<file path="config.mk">
export PLATFORM = sky130hd
export DESIGN_NAME = pprog_seq
export DESIGN_NICKNAME = d
export VERILOG_FILES = /design/src/rtl/pprog_pkg.sv /design/src/rtl/pprog_span_timer.sv /design/src/rtl/pprog_busy_guard.sv /design/src/rtl/pprog_seq.sv
export SDC_FILE = /design/constraint.sdc
export NUM_CORES = 1
export LEC_CHECK = 0
export BUFFER_PORTS_ARGS = -buffer_cell sky130_fd_sc_hd__buf_2
export CORE_UTILIZATION = 59
export CTS_CLUSTER_DIAMETER = 30
export DETAILED_ROUTE_END_ITERATION = 8
export HOLD_SLACK_MARGIN = 0.12
export PLACE_DENSITY = 0.86
export SLEW_MARGIN = 15
export SYNTH_ARGS = -nofsm -noshare
export SYNTH_HDL_FRONTEND = slang
export SYNTH_SLANG_ARGS = --single-unit
export TNS_END_PERCENT = 30
</file>
<file path="constraint.sdc">
create_clock -name clk -period 7.21 [get_ports clk]
set_input_delay 1.442 -clock clk [delete_from_list [all_inputs] [get_ports clk]]
set_output_delay 1.442 -clock clk [all_outputs]
set_load 0.05 [all_outputs]
</file>
<file path="src/rtl/pprog_pkg.sv">
package pprog_pkg;

    localparam logic [7:0] CMD_EE_PAGE_WRITE = 8'h11;
    localparam logic [7:0] CMD_FLASH_READ    = 8'h02;

    localparam logic [1:0] MODE_ADDR = 2'b00;
    localparam logic [1:0] MODE_DATA = 2'b01;
    localparam logic [1:0] MODE_CMD  = 2'b10;

    typedef enum logic [1:0] {
        STEP_CMD,
        STEP_AHI,
        STEP_ALO,
        STEP_DATA
    } load_step_t;

    typedef enum logic [3:0] {
        S_IDLE,
        S_LD_SETUP,
        S_LD_CLK,
        S_DATA_WAIT,
        S_LATCH,
        S_COMMIT_SETUP,
        S_WR_PULSE,
        S_BUSY_GAP,
        S_BUSY_WAIT,
        S_RD_LO,
        S_RD_HI,
        S_RD_DONE
    } seq_state_t;

endpackage

</file>
<file path="src/rtl/pprog_span_timer.sv">
// Counts cycles spent in the current state; done marks the last cycle of a span.
module pprog_span_timer #(
    parameter int W = 3
) (
    input  logic         clk,
    input  logic         rst_n,
    input  logic         clr,
    input  logic [W-1:0] len,
    output logic         done
);
    logic [W-1:0] cnt;

    assign done = (cnt >= (len - W'(1)));

    always_ff @(posedge clk or negedge rst_n) begin
        if (!rst_n) begin
            cnt <= '0;
        end else if (clr) begin
            cnt <= '0;
        end else if (!done) begin
            cnt <= cnt + W'(1);
        end
    end
endmodule

</file>
<file path="src/rtl/pprog_busy_guard.sv">
// Counts consecutive cycles of waiting on the target; expires after LIMIT cycles.
module pprog_busy_guard #(
    parameter int LIMIT = 1000
) (
    input  logic clk,
    input  logic rst_n,
    input  logic active,
    output logic expired
);
    localparam int GW = $clog2(LIMIT + 1);

    logic [GW-1:0] cnt;

    assign expired = active && (cnt == GW'(LIMIT - 1));

    always_ff @(posedge clk or negedge rst_n) begin
        if (!rst_n) begin
            cnt <= '0;
        end else if (!active) begin
            cnt <= '0;
        end else if (!expired) begin
            cnt <= cnt + GW'(1);
        end
    end
endmodule

</file>
<file path="src/rtl/pprog_seq.sv">
module pprog_seq
    import pprog_pkg::*;
#(
    parameter int PAGE_BYTES = 8,
    parameter int PULSE_CLKS = 4,
    parameter int SETUP_CLKS = 4,
    parameter int BUSY_LIMIT = 100000
) (
    input  logic        clk,
    input  logic        rst_n,
    input  logic        cmd_valid,
    output logic        cmd_ready,
    input  logic        cmd_op,
    input  logic [7:0]  cmd_addr_hi,
    input  logic [7:0]  cmd_addr_lo,
    input  logic        wr_data_valid,
    input  logic [7:0]  wr_data,
    output logic        wr_data_ready,
    output logic        rd_valid,
    output logic [15:0] rd_word,
    output logic        err_timeout,
    output logic [7:0]  tgt_dq_o,
    output logic        tgt_dq_oe,
    input  logic [7:0]  tgt_dq_i,
    output logic [1:0]  tgt_mode,
    output logic        tgt_bytesel,
    output logic        tgt_clk,
    output logic        tgt_latch,
    output logic        tgt_wr_n,
    output logic        tgt_rd_n,
    input  logic        tgt_ready
);
    localparam int SPAN_MAX = (SETUP_CLKS > PULSE_CLKS) ? SETUP_CLKS : PULSE_CLKS;
    localparam int TW       = $clog2(SPAN_MAX + 1);
    localparam int BCW      = $clog2(PAGE_BYTES + 1);

    seq_state_t state_q, state_d;
    load_step_t step_q, step_d;

    logic           op_rd_q;
    logic [7:0]     ahi_q, alo_q, data_q, rd_lo_q;
    logic [15:0]    rd_word_q;
    logic [BCW-1:0] cnt_q;
    logic           err_q;

    logic [TW-1:0]  span_len;
    logic           span_done;
    logic           span_clr;
    logic           busy_expired;
    logic           last_byte;

    assign last_byte = (cnt_q == BCW'(PAGE_BYTES - 1));

    // Length of the timed span belonging to the current state
    always_comb begin
        unique case (state_q)
            S_LD_SETUP, S_COMMIT_SETUP, S_BUSY_GAP,
            S_RD_LO, S_RD_HI:                 span_len = TW'(SETUP_CLKS);
            S_LD_CLK, S_LATCH, S_WR_PULSE:    span_len = TW'(PULSE_CLKS);
            default:                          span_len = TW'(1);
        endcase
    end

    pprog_span_timer #(.W(TW)) u_span (
        .clk   (clk),
        .rst_n (rst_n),
        .clr   (span_clr),
        .len   (span_len),
        .done  (span_done)
    );

    pprog_busy_guard #(.LIMIT(BUSY_LIMIT)) u_guard (
        .clk     (clk),
        .rst_n   (rst_n),
        .active  (state_q == S_BUSY_WAIT),
        .expired (busy_expired)
    );

    // Next-state logic
    always_comb begin
        state_d = state_q;
        step_d  = step_q;
        unique case (state_q)
            S_IDLE: begin
                if (cmd_valid) begin
                    state_d = S_LD_SETUP;
                    step_d  = STEP_CMD;
                end
            end
            S_LD_SETUP: begin
                if (span_done) state_d = S_LD_CLK;
            end
            S_LD_CLK: begin
                if (span_done) begin
                    unique case (step_q)
                        STEP_CMD: begin
                            state_d = S_LD_SETUP;
                            step_d  = STEP_AHI;
                        end
                        STEP_AHI: begin
                            state_d = S_LD_SETUP;
                            step_d  = STEP_ALO;
                        end
                        STEP_ALO:  state_d = op_rd_q ? S_RD_LO : S_DATA_WAIT;
                        STEP_DATA: state_d = S_LATCH;
                        default:   state_d = S_IDLE;
                    endcase
                end
            end
            S_DATA_WAIT: begin
                if (wr_data_valid) begin
                    state_d = S_LD_SETUP;
                    step_d  = STEP_DATA;
                end
            end
            S_LATCH: begin
                if (span_done) begin
                    if (last_byte) begin
                        state_d = S_COMMIT_SETUP;
                    end else begin
                        state_d = S_LD_SETUP;
                        step_d  = STEP_ALO;
                    end
                end
            end
            S_COMMIT_SETUP: if (span_done) state_d = S_WR_PULSE;
            S_WR_PULSE:     if (span_done) state_d = S_BUSY_GAP;
            S_BUSY_GAP:     if (span_done) state_d = S_BUSY_WAIT;
            S_BUSY_WAIT: begin
                if (tgt_ready || busy_expired) state_d = S_IDLE;
            end
            S_RD_LO:   if (span_done) state_d = S_RD_HI;
            S_RD_HI:   if (span_done) state_d = S_RD_DONE;
            S_RD_DONE: state_d = S_IDLE;
            default:   state_d = S_IDLE;
        endcase
    end

    assign span_clr = (state_d != state_q);

    // State register
    always_ff @(posedge clk or negedge rst_n) begin
        if (!rst_n) begin
            state_q <= S_IDLE;
            step_q  <= STEP_CMD;
        end else begin
            state_q <= state_d;
            step_q  <= step_d;
        end
    end

    // Operation registers
    always_ff @(posedge clk or negedge rst_n) begin
        if (!rst_n) begin
            op_rd_q   <= 1'b0;
            ahi_q     <= '0;
            alo_q     <= '0;
            data_q    <= '0;
            rd_lo_q   <= '0;
            rd_word_q <= '0;
            cnt_q     <= '0;
            err_q     <= 1'b0;
        end else begin
            if (state_q == S_IDLE && cmd_valid) begin
                op_rd_q <= cmd_op;
                ahi_q   <= cmd_addr_hi;
                alo_q   <= cmd_addr_lo;
                cnt_q   <= '0;
                err_q   <= 1'b0;
            end
            if (state_q == S_DATA_WAIT && wr_data_valid) begin
                data_q <= wr_data;
            end
            if (state_q == S_LATCH && span_done && !last_byte) begin
                cnt_q <= cnt_q + BCW'(1);
                alo_q <= alo_q + 8'd1;
            end
            if (state_q == S_BUSY_WAIT && !tgt_ready && busy_expired) begin
                err_q <= 1'b1;
            end
            if (state_q == S_RD_LO && span_done) begin
                rd_lo_q <= tgt_dq_i;
            end
            if (state_q == S_RD_HI && span_done) begin
                rd_word_q <= {tgt_dq_i, rd_lo_q};
            end
        end
    end

    // Output decode (Moore)
    always_comb begin
        tgt_dq_o    = 8'h00;
        tgt_dq_oe   = 1'b0;
        tgt_mode    = MODE_ADDR;
        tgt_bytesel = 1'b0;
        tgt_clk     = 1'b0;
        tgt_latch   = 1'b0;
        tgt_wr_n    = 1'b1;
        tgt_rd_n    = 1'b1;
        unique case (state_q)
            S_LD_SETUP, S_LD_CLK: begin
                tgt_dq_oe = 1'b1;
                tgt_clk   = (state_q == S_LD_CLK);
                unique case (step_q)
                    STEP_CMD: begin
                        tgt_mode = MODE_CMD;
                        tgt_dq_o = op_rd_q ? CMD_FLASH_READ : CMD_EE_PAGE_WRITE;
                    end
                    STEP_AHI: begin
                        tgt_mode    = MODE_ADDR;
                        tgt_bytesel = 1'b1;
                        tgt_dq_o    = ahi_q;
                    end
                    STEP_ALO: begin
                        tgt_mode = MODE_ADDR;
                        tgt_dq_o = alo_q;
                    end
                    STEP_DATA: begin
                        tgt_mode = MODE_DATA;
                        tgt_dq_o = data_q;
                    end
                    default: tgt_dq_o = 8'h00;
                endcase
            end
            S_LATCH:    tgt_latch = 1'b1;
            S_WR_PULSE: tgt_wr_n  = 1'b0;
            S_RD_LO:    tgt_rd_n  = 1'b0;
            S_RD_HI: begin
                tgt_rd_n    = 1'b0;
                tgt_bytesel = 1'b1;
            end
            default: tgt_rd_n = 1'b1;
        endcase
    end

    assign cmd_ready     = (state_q == S_IDLE);
    assign wr_data_ready = (state_q == S_DATA_WAIT);
    assign rd_valid      = (state_q == S_RD_DONE);
    assign rd_word       = rd_word_q;
    assign err_timeout   = err_q;

endmodule

</file>
# ---- Yosys cells after proc, flatten, opt, wreduce, memory -nomap -nowiden
# Memories as Yosys holds them, arrays and structs flattened.
# Index checks and enable logic that the tools add are counted.
dict set report classes {
  n_reduce_logical 22
  mul 0
  n_eq_ne 25
  addsub 5
  bitwise_logic 0
  div 0
  shift 0
  order_cmp 1
  muxes 44
}
# operator count
set op_table {}
lappend op_table {{two-way mux 4 bit} 14}
lappend op_table {{case mux 4 bit (11 select lines)} 1}
lappend op_table {{two-way mux 17 bit} 2}
lappend op_table {{case mux 8 bit (4 select lines)} 1}
lappend op_table {{two-way mux 8 bit} 3}
lappend op_table {{== test 4 x 3 -> 1 bit (second input constant)} 5}
lappend op_table {{adder 17 x 1 -> 17 bit (second input constant)} 1}
lappend op_table {{== test 17 bit (second input constant)} 1}
lappend op_table {{== test 4 bit (second input constant)} 4}
lappend op_table {{two-way mux 2 bit} 6}
lappend op_table {{inequality test 2 bit (second input constant)} 6}
lappend op_table {{case mux 4 bit (3 select lines)} 1}
lappend op_table {{logical AND 1 bit} 9}
lappend op_table {{two-way mux 3 bit} 3}
lappend op_table {{adder 8 x 1 -> 8 bit (second input constant)} 1}
lappend op_table {{== test 4 x 2 -> 1 bit (second input constant)} 2}
lappend op_table {{two-way mux 1 bit} 8}
lappend op_table {{case mux 2 bit (4 select lines)} 1}
lappend op_table {{OR reduction 2 bit} 4}
lappend op_table {{AND reduction 7 bit} 1}
lappend op_table {{case mux 2 bit (3 select lines)} 1}
lappend op_table {{two-way mux 5 bit} 1}
lappend op_table {{adder 4 x 1 -> 4 bit (second input constant)} 1}
lappend op_table {{== test 2 bit (second input constant)} 2}
lappend op_table {{other kinds (16)} 18}
dict set report totals {
  latch_bits 0
  ff_bits 80
  ramBits 0
  input_bits 38
  elab_cells 110
  mem_bits_ro 32
  memories 1
}
# memory words word_bits read_ports rd_ports_with_merged_regs wr line_no
set memory_table {}
lappend memory_table {{(no name shown)} 16 2 1 0 0 pprog_seq.sv:56} ;# unique case (state_q)

# ---- Longest topological paths before layout
dict set report depth {
  word_depth 7
  depth_mapped 12
}

# ---- Hierarchy
# From an unflattened synthesis, not the netlist that was laid out.
dict set report hier_totals {
  hier_cells 440
  area_unflattened_um2 4486.8
}
# mod area_per_inst_um2 seq_area_each_um2 cells_per_inst n_inst
set modules_own_cells {}
lappend modules_own_cells {pprog_seq 3339.5 1501.4 325 1}
lappend modules_own_cells {pprog_busy_guard 912.1 425.4 92 1}
lappend modules_own_cells {pprog_span_timer 235.2 75.1 23 1}

# ---- Worst setup path before layout
# Ideal clock, no wire load.
dict set report synth_timing {
  path_kind {register to output}
  startpoint {register state_q[0]}
  endpoint {output port tgt_dq_o[1]}
  n_path_buf 1
  t_required_ps 5768
  path_stages_with_launch 6
  t_arrival_ps 2435
  setup_slack_ps 3333
  cell_sequence {dfrtp_1 -> inv_1 -> ha_1 -> clkbuf_1 -> o21ai_1 -> a211oi_1}
}
dict set report synth_between {
  elab_chain_cells 3
}
# item line_no
set synth_rtl {}
lappend synth_rtl {{start: declaration} pprog_seq.sv:37} ;# seq_state_t state_q, state_d;
lappend synth_rtl {{start signal: assignment} pprog_seq.sv:147} ;# state_q <= state_d;
lappend synth_rtl {{== test 4 x 2 -> 1 bit / == test 4 x 1 -> 1 bit (equally long branches)} pprog_seq.sv:200} ;# unique case (state_q)
lappend synth_rtl {{OR reduction 2 bit (*)} pprog_seq.sv:200}
lappend synth_rtl {{two-way mux 8 bit (*)} pprog_seq.sv:200}
lappend synth_rtl {{end: declaration} pprog_seq.sv:22} ;# output logic [7:0] tgt_dq_o,
# Mark *: on every way between the ends. The rest lies on a longest branch, timed or not.

# ---- Final worst setup path
dict set report layout_timing {
  startpoint {register state_q[0]}
  endpoint {output port tgt_dq_o[0]}
}
# Same word-level chain as after synthesis.

==> metrics <==
status=finished, final reports clean; via count=3426; Sink Count=80; initial antenna violation count=0; Post-CTS Setup Inserts=0; final hold vios=0; fmax=0.2588 GHz; Tot GR Track Use=0.2718; # nets final=543; setup_tns=0 ns; Async S/R FF share, synth=1.000; max_cap viols=0; Reg2Reg Depth=12; post-route ant nets=0; worst hold path type=reg -> reg; first-pass GRT wire length=15680 µm; Worst Path Required=5.77 ns; DIE HEIGHT=86.59 µm; hpwl dp=6649 µm; RSZ-0062 raised after global routing=false; top cells by area, synth=dfrtp_1 (47%), mux2_2 (10%), nand2_1 (5.1%); Layout area overhead=14.49%; post-synth cell types=54; CTS tree=yes; HP Start=err_timeout$_DFFE_PN0P_; hold_buf cts=0; kind of critical path=reg -> out; GPL Wtd Cong=0.9133; Core ar.=6869 µm²; CTS max path bufs=2; most common flop cell mapped by yosys=dfrtp_1; Syn Std Cell Area=4222 µm²; VDD IR-drop max=251.9 µV; FP Rows=30; via count of the first global-routing pass=3354; I/O pins=74; Post-synth EDFFs=0; Crit. Startpoint=state_q[0]$_DFF_PN0_; crit path max fanout=14; total global routing overflow=0; Tcrit/Tclk final=0.5359; worst slew pin tran=1.009 ns; post-synth top area cell=dfrtp_1; Synth top cells by count=dfrtp_1 (80), nand2_1 (57), nor2_1 (48); DR WL/cell=15.64 µm; CP arrival=2.42 ns; number of synthesized register bits=80; ant diodes=0; total nets after synthesis=478; routed wire length=9305 µm; clk_lat worst skew=0.35 ns; largest net degree at the start of global routing=81; count leader, synth=dfrtp_1; CTS clk-pin slew, worst paths=0.09 ns; # setup viols final=0; reg2reg start=state_q[1]$_DFF_PN0_; Slew Viols, Final=0; CTS Buf Count=9; Die ar.=7498 µm²; relative slew slack=0.3271; R2R setup slack=3.96 ns; Hold Path Stages=2; layout cells sized above 1=0.2725; post-synth top area share=0.4742; DR pass1 iterations=5; Mapped Cells=429; Yosys warnings=0; Min Hold Slack=0.4893 ns; post-synthesis sequential area ratio=0.4742; mean post-synth cell area=9.840 µm²; post_cts resized=0; Static Leakage=2.373 nW; H-tree depth=3; Fin Clk Skew=0.01121 ns; Die X=86.59 µm; vias per std cell=5.758; starting density of the core=0.6146; P per Cell Area=340.8 nW/µm²; crit path capture type=output pin; PortBufs=73; CP Launch Type=register; initial DRC count=435; post-route DRC violation count=0; minimum clock period=3.864 ns; Root Driver=clkbuf_8
through the flow:
stage | util | cell area [µm²] | instances | setup slack (ns) | total power [mW]
after CTS | 0.7036 | 4833 | 595 | 3.382 | 1.647
after global placement | 0.6743 | 4632 | 579 | 3.841 | 1.288
after global routing | 0.7036 | 4833 | 595 | 3.172 | 1.752
final | 0.7036 | 4833 | 595 | 3.346 | 1.647
after floorplan | - | 4222 | 429 | 3.333 | 1.134
after detailed placement | 0.6743 | 4632 | 579 | 3.769 | 1.310
where the power goes:
group          switching (mW)  internal [mW]  total [mW]  leakage, nW
clock network           0.174          0.164       0.338        0.101
logic                   0.438          0.242       0.679         1.20
registers              0.0888          0.541       0.630         1.07
final cells by class:
| cell class | count | area (µm²) |
|---|---|---|
| inverters | 17 | 63.81 |
| multi-input cells | 312 | 2071 |
| flip-flops and latches | 80 | 2002 |
| repair buffers | 74 | 375.4 |
| clock inverters | 7 | 77.57 |
| fillers | 540 | 2036 |
| clock buffers | 9 | 123.9 |
| well taps | 96 | 120.1 |
critical path, stage by stage, from the launching register on:
cell	delay, ns
dfrtp_1	0.43
inv_1	0.14
ha_1	0.46
o21ai_1	0.31
a21oi_1	0.26
o221a_2	0.21
buf_2	0.25
cell usage in the layout, fill, tap and decap left out, drive strengths merged, types with 4 or more instances in the layout:
cell	n
dfrtp	80
xor2	11
nor2	48
inv	20
o22ai	5
nand2b	4
a21oi	14
o21ai	21
nand4	4
mux2	38
and2	4
and3	12
nand2	57
buf	74
xnor2	7
nor3b	5
a221o	6
nand3	13
clkbuf	9
mux2i	4
nor2b	6
ha	11
metal layers:
layer | GRT usage | vias up | routed length, µm
li1 | - | 1633 | -
met1 | 0.3715 | 1632 | 4078
met2 | 0.4185 | 135 | 4324
met3 | 0.07048 | 26 | 687
met4 | 0.1030 | 0 | 214
met5 | 0 | - | 0
final timing paths:
check / end
worst min register to register: err_timeout$_DFFE_PN0P_
worst max register to register: alo_q[4]$_DFFE_PN0P_
worst max-delay path: tgt_dq_o[0]
worst min-delay path: err_timeout$_DFFE_PN0P_
min in group asynchronous: ahi_q[6]$_DFFE_PN0P_
max in group asynchronous: u_guard.cnt[16]$_DFFE_PN0P_
state kept, by name, indices dropped and copies added, names as in the netlist:
signal,count
alo_q,8
data_q,8
state_q,4
err_timeout,1
step_q,2
rd_lo_q,8
rd_word,16
u_span.cnt,3
op_rd_q,1
cnt_q,4
u_guard.cnt,17
ahi_q,8
cells by family (layout without fill, tap and decap cells):
logic type,after synthesis,in the layout,share of synthesized area
mux,42,42,0.1108
flops,80,80,0.4742
other cells,1,1,0.0008883
buf+inv,37,107,0.03527
compound gates,73,73,0.1177
simple gates,167,167,0.1912
fa+ha+maj,11,11,0.03260
xor+xnor,18,18,0.03734
No activity file was read; power rests on OpenSTA's default activity.
